`src/rtl/pcl_pkg.sv`:
```
package pcl_pkg;

    localparam int LOW_W  = 9;
    localparam int OFFS_W = 8;
    localparam int KIND_W = 3;

    typedef enum logic [KIND_W-1:0] {
        BR_SEQ  = 3'd0,
        BR_JUMP = 3'd1,
        BR_CALL = 3'd2,
        BR_PCW  = 3'd3,
        BR_RET  = 3'd4
    } br_kind_e;

    function automatic int sel_width(input int pc_w);
        return (pc_w > LOW_W) ? pc_w - LOW_W : 1;
    endfunction

endpackage

```
`src/rtl/pcl_incr.sv`:
```
module pcl_incr #(
    parameter int W = 9
) (
    input  logic [W-1:0] a,
    output logic [W-1:0] y
);
    assign y = a + W'(1);
endmodule

```
`src/rtl/pcl_next_sel.sv`:
```
module pcl_next_sel
    import pcl_pkg::*;
#(
    parameter int PC_W  = 9,
    parameter int SEL_W = 1
) (
    input  logic [KIND_W-1:0] kind,
    input  logic [PC_W-1:0]   cur_inc,
    input  logic [LOW_W-1:0]  imm,
    input  logic [OFFS_W-1:0] alu,
    input  logic [SEL_W-1:0]  page,
    input  logic [PC_W-1:0]   ret,
    output logic [PC_W-1:0]   nxt
);
    logic [LOW_W-1:0] far_low;
    logic [PC_W-1:0]  far_pc;

    // Low nine bits of a loaded target; bit 8 only survives on long jumps.
    always_comb begin
        case (kind)
            BR_JUMP: far_low = imm;
            BR_CALL: far_low = {1'b0, imm[OFFS_W-1:0]};
            default: far_low = {1'b0, alu};
        endcase
    end

    generate
        if (PC_W > LOW_W) begin : g_paged
            assign far_pc = {page, far_low};
        end else begin : g_flat
            logic unused_page;
            assign unused_page = ^page;
            assign far_pc = far_low[PC_W-1:0];
        end
    endgenerate

    always_comb begin
        case (kind)
            BR_JUMP, BR_CALL, BR_PCW: nxt = far_pc;
            BR_RET:                   nxt = ret;
            default:                  nxt = cur_inc;
        endcase
    end
endmodule

```
`src/rtl/pcl_reg.sv`:
```
module pcl_reg #(
    parameter int W = 9
) (
    input  logic         clk,
    input  logic         rst,
    input  logic         en,
    input  logic [W-1:0] d,
    output logic [W-1:0] q
);
    always_ff @(posedge clk) begin
        if (rst) begin
            q <= '1;
        end else if (en) begin
            q <= d;
        end
    end
endmodule

```
`src/rtl/pcl_branch_loader.sv`:
```
module pcl_branch_loader
    import pcl_pkg::*;
#(
    parameter  int PC_W  = 9,
    localparam int SEL_W = sel_width(PC_W)
) (
    input  logic              clk,
    input  logic              rst,
    input  logic              step_en,
    input  logic [KIND_W-1:0] br_kind,
    input  logic [LOW_W-1:0]  imm_addr,
    input  logic [OFFS_W-1:0] alu_res,
    input  logic [SEL_W-1:0]  page_sel,
    input  logic [PC_W-1:0]   ret_addr,
    output logic [PC_W-1:0]   pc_q,
    output logic [PC_W-1:0]   pc_inc
);
    logic [PC_W-1:0] pc_next;

    pcl_incr #(.W(PC_W)) u_incr (
        .a (pc_q),
        .y (pc_inc)
    );

    pcl_next_sel #(.PC_W(PC_W), .SEL_W(SEL_W)) u_sel (
        .kind    (br_kind),
        .cur_inc (pc_inc),
        .imm     (imm_addr),
        .alu     (alu_res),
        .page    (page_sel),
        .ret     (ret_addr),
        .nxt     (pc_next)
    );

    pcl_reg #(.W(PC_W)) u_reg (
        .clk (clk),
        .rst (rst),
        .en  (step_en),
        .d   (pc_next),
        .q   (pc_q)
    );
endmodule

```
`config.mk`:
```
export PLATFORM = sky130hd
export DESIGN_NAME = pcl_branch_loader
export DESIGN_NICKNAME = d
export VERILOG_FILES = /design/src/rtl/pcl_pkg.sv /design/src/rtl/pcl_incr.sv /design/src/rtl/pcl_next_sel.sv /design/src/rtl/pcl_reg.sv /design/src/rtl/pcl_branch_loader.sv
export SDC_FILE = /design/constraint.sdc
export NUM_CORES = 1
export LEC_CHECK = 0
export BUFFER_PORTS_ARGS = -buffer_cell sky130_fd_sc_hd__buf_2
export CAP_MARGIN = 10
export CORE_UTILIZATION = 47
export CTS_CLUSTER_DIAMETER = 60
export DETAILED_ROUTE_END_ITERATION = 7
export GPL_TIMING_DRIVEN = 0
export HOLD_SLACK_MARGIN = 0.02
export PLACE_DENSITY = 0.84
export SKIP_CTS_REPAIR_TIMING = 1
export SLEW_MARGIN = 20
export SYNTH_ARGS = -nofsm -noshare
export SYNTH_HDL_FRONTEND = slang
export SYNTH_SLANG_ARGS = --single-unit
```
`constraint.sdc`:
```
create_clock -name clk -period 5.2 [get_ports clk]
set_clock_uncertainty 0.15 [all_clocks]
set_input_delay 0 -clock clk [delete_from_list [all_inputs] [get_ports clk]]
set_output_delay 0 -clock clk [all_outputs]
set_load 0.05 [all_outputs]
```
* Yosys cells after proc, flatten, opt, wreduce, memory -nomap -nowiden
Cells that the tools add are included. Widths: inputs -> output; s select.
Word-level totals: register bits 9, input port bits 33, output and inout bits 18, logic and storage cells 9
Operators by class: add/sub/neg operators 1, equality and inequality tests 4, muxes and demuxes 2, reductions and logical operators 1
Operators by type and width (count):
- $pmux 9 s2 | 2
- $add 9x1->9 const B | 1
- $eq 3x2->1 const B | 2
- $eq 3x1->1 const B | 1
- $eq 3x3->1 const B | 1
- $reduce_or 3->1 | 1

* Longest topological paths before layout
word-level depth 3, gate-level depth with buffers 6, gate-level depth less buffers 5

* Modules after synthesis
Synthesis repeated with hierarchy kept, for this count alone.
Second synthesis, totals: cells, all modules 101, area total of the unflattened synthesis 942.2 um^2
Modules (own cells, without submodules):
- pcl_next_sel | times used 1, cells each 53, area an instance 478.0 um^2, sequential area each 0.0 um^2
- pcl_reg | times used 1, cells each 29, area an instance 331.6 um^2, sequential area each 180.2 um^2
- pcl_incr | times used 1, cells each 19, area an instance 132.6 um^2, sequential area each 0.0 um^2

* Worst setup path after synthesis
No wires, ideal clock.
path type reg-to-reg, start point register u_reg.q[0], end point register u_reg.q[8], library setup time 0.060 ns, arrival time 2.491 ns, data required time 4.990 ns, setup slack 2.498 ns, cell stages (with the launch flop) 6, buffers on the path 0, clock period less this slack 2.702 ns, path through dfxtp_1 -> ha_1 -> nand3_1 -> nor3_1 -> xor2_1 -> a21o_1
Between the ends: cells in the longest elaborated chain, start to end 2
RTL lines:
- start, declared | line pcl_reg.sv:8 | output logic [W-1:0] q
- start signal, assigned | line pcl_reg.sv:12 | q <= '1;
- start signal, assigned | line pcl_reg.sv:14 | q <= d;
- $add 9x1->9 | line pcl_incr.sv:7 | assign y = a + W'(1);
- net pc_inc[8] | line pcl_branch_loader.sv:16 | output logic [PC_W-1:0] pc_inc
- $pmux 9 s2 | line pcl_next_sel.sv:38 | case (kind)
The timed path passes the listed nets, and every way through them passes these cells. A chain may end at the register's enable or synchronous reset.

* Worst setup path in the final report
start point register u_reg.q[0], end point register u_reg.q[6]
Between the ends: cells in the longest elaborated chain, start to end 2
RTL lines (line):
- $add 9x1->9 | pcl_incr.sv:7
- $pmux 9 s2 | pcl_next_sel.sv:38
Every way passes these cells.

==> out/metrics.csv <==
metric,value,unit
instances_no_fill,199,
wl,2.82,mm
dr.pass1.iters,4,
nNetsFinal,209,
route.detailed.drc,0,
r2r_start,u_reg.q[0]$_SDFFE_PP1P_,
numCtsBuffers,3,
cell_internal_pwr,0.177,mW
port-buffer-count,47,
h-tree-depth,1,
path_clk_slew,0.07,ns
synthCells,114,
rrSetupSlack,2.71,ns
setup_tns,0,ns
dr_total_vias,1163,
power_frac_clock,16.1,%
dp_cells,186,
netlist-cell-type-count,44,
drive_gt1_share,36.2,%
swShare,52.4,%
initial_core_util,51.4,%
top_regs,u_reg.q: 9 flops,
yosys_warnings,0,
gp_congestion,0.853,
die_w,45.9,um
ant_nets,0,
drt-wirelength-per-cell,14.2,um
slew_viol_final,0,
regMostFlops,u_reg.q,
cp.required,5.21,ns
maxSlewHeadroom,40.6,%
synth_top_area_cell,dfxtp_1,
ioPinCount,51,
placementRows,15,
diodes,0,
ys_seq_elements,9,
hold_viol_final,0,
cp-end-kind,flip-flop,
drt_iter0_markers,31,
die-area,2110,um^2
p_leak,0.586,nW
via_per_inst,5.84,
clock_path_buffers,2,
comb_power_share,60.2,%
hpwl,2.00,mm
p_sw,0.195,mW
min_to,u_reg.q[3]$_SDFFE_PP1P_,
min_path_cells,4,
synth-async-reset-ratio,0,%
worst-endpoint-arrival,2.51,ns
worstHoldPathType,input pin to flip-flop,
worstRegToRegCells,6,
synth_edf_count,0,
syn_to_final_growth,42.2,%
core-area,1760,um^2
setup_violations,0,
synth_fp_nets,148,
yosysSeqAreaShare,19.9,%
worstMarginPinSlew,0.889,ns
syn_area,907,um^2
largest_reg_flops,9,
rsz0062_at_grt,no,
final_core_utilization,73.1,%
clk_latency,0.27,ns
cts_tree,done,
synthFlopType,dfxtp_1,
synth_area_leaders,"dfxtp_1 (20%), mux2_2 (6.2%), mux2i_1 (4.4%)",
crit_path_start_kind,flip-flop,
worst-setup-path-type,flip-flop to flip-flop,
root_buffer,clkbuf_4,
layout_min_cycle_time,2.49,ns
grt-ovfl-total,0,
whs,0.000605,ns
grt_pass1_wl,4.27,mm
period_share,48.0,%
clock-sinks,9,
peakVddDrop,0.000240,V
grt_max_degree,11,
syn_avg_cell_area,7.96,um^2
powerDensity,289,nW/um^2
finish.instance_area,1290,um^2
grt_pass1_vias,968,
hold_start,ret_addr[3],
max_cap_viol_count,0,
r2r_end,u_reg.q[6]$_SDFFE_PP1P_,
antenna_found_initial,0,
power_frac_seq,23.7,%
die_h,45.9,um
clock.fmax,401,MHz
synthTopCellsByCount,"dfxtp_1 (9), nand2_1 (9), nor2_1 (8)",
run_status,finished clean,
dpl_cell_area,1170,um^2
critPathMaxFanout,7,
grt.total_usage,27.8,%
synth_top_area_share,19.9,%
==> placed cells by master, fill, tap and decap left out, types with 2 or more instances in the layout <==
cell type,Yosys,routed
a211o_1,2,2
a211oi_1,4,4
a21o_1,2,2
a21oi_1,7,7
a221o_1,3,3
a22o_1,3,3
a22oi_1,3,3
buf_2,2,49
buf_6,2,2
clkbuf_1,4,5
clkbuf_4,0,3
dfxtp_1,9,9
dlygate4sd3_1,0,9
inv_1,4,4
mux2_2,5,5
mux2i_1,4,4
nand2_1,9,9
nand3_1,3,3
nor2_1,8,8
nor3_1,4,4
nor3b_1,2,2
o211ai_1,2,2
o21ai_0,3,3
o31a_1,2,2
o32ai_1,2,2
xnor2_1,2,2
xor2_1,4,4
==> power groups by stage <==
stage	registers (mW)	logic, mW	clock network (mW)
after global routing	0.0895	0.238	0.0645
after floorplan	0.115	0.139	0
after detailed placement	0.0895	0.215	0
after CTS	0.0879	0.215	0.0614
final	0.0884	0.224	0.0601
after global placement	0.0889	0.211	0
==> per-stage QoR <==
stage	power, mW	worst slack, ns
2_1_floorplan	0.254	2.50
6_report	0.373	2.71
3_5_place_dp	0.304	3.30
3_3_place_gp	0.300	3.31
4_1_cts	0.365	2.99
5_1_grt	0.392	2.52
==> critical path, stage by stage (launching register included) <==
cell	delay [ns]
dfxtp_1	0.45
ha_1	0.28
nand3_1	0.26
o32ai_1	0.35
a21oi_1	0.06
a221o_1	0.27
dlygate4sd3_1	0.56
==> metal layers <==
metal,up-vias,part of all wire [%],track usage [%]
met5,-,0,0
met1,540,41,33.5
met3,9,7.2,6.35
met4,0,1.7,9.41
met2,53,50,47.9
li1,561,-,-
==> worst max path at each step <==
stage                            start                      end  slack (ns)  depth (start not counted)
4_1_cts        u_reg.q[0]$_SDFFE_PP1P_                pc_inc[8]        2.99                          5
5_1_grt        u_reg.q[0]$_SDFFE_PP1P_  u_reg.q[6]$_SDFFE_PP1P_        2.52                          6
2_1_floorplan  u_reg.q[0]$_SDFFE_PP1P_  u_reg.q[8]$_SDFFE_PP1P_        2.50                          5
3_5_place_dp   u_reg.q[0]$_SDFFE_PP1P_                pc_inc[8]        3.30                          5
6_report       u_reg.q[0]$_SDFFE_PP1P_  u_reg.q[6]$_SDFFE_PP1P_        2.71                          6
3_3_place_gp   u_reg.q[0]$_SDFFE_PP1P_                pc_inc[8]        3.31                          5
==> logic make-up after synthesis <==
logic type	count (synthesis)	share of synthesized area [%]
simple gates	32	17.8
buf+inv	13	7.72
compound gates	44	36.8
fa+ha+maj	1	1.38
flops	9	19.9
mux	9	10.6
xor+xnor	6	5.79
==> cell type report <==
type / instances / area (um^2)
Multi-Input combinational cell: 92 / 657
Fill cell: 160 / 474
Timing Repair Buffer: 56 / 325
Sequential cell: 9 / 180
Buffer: 9 / 55.1
Tap cell: 25 / 31.3
Clock buffer: 4 / 26.3
Inverter: 4 / 15.0
(Power assumes the default switching activity.)
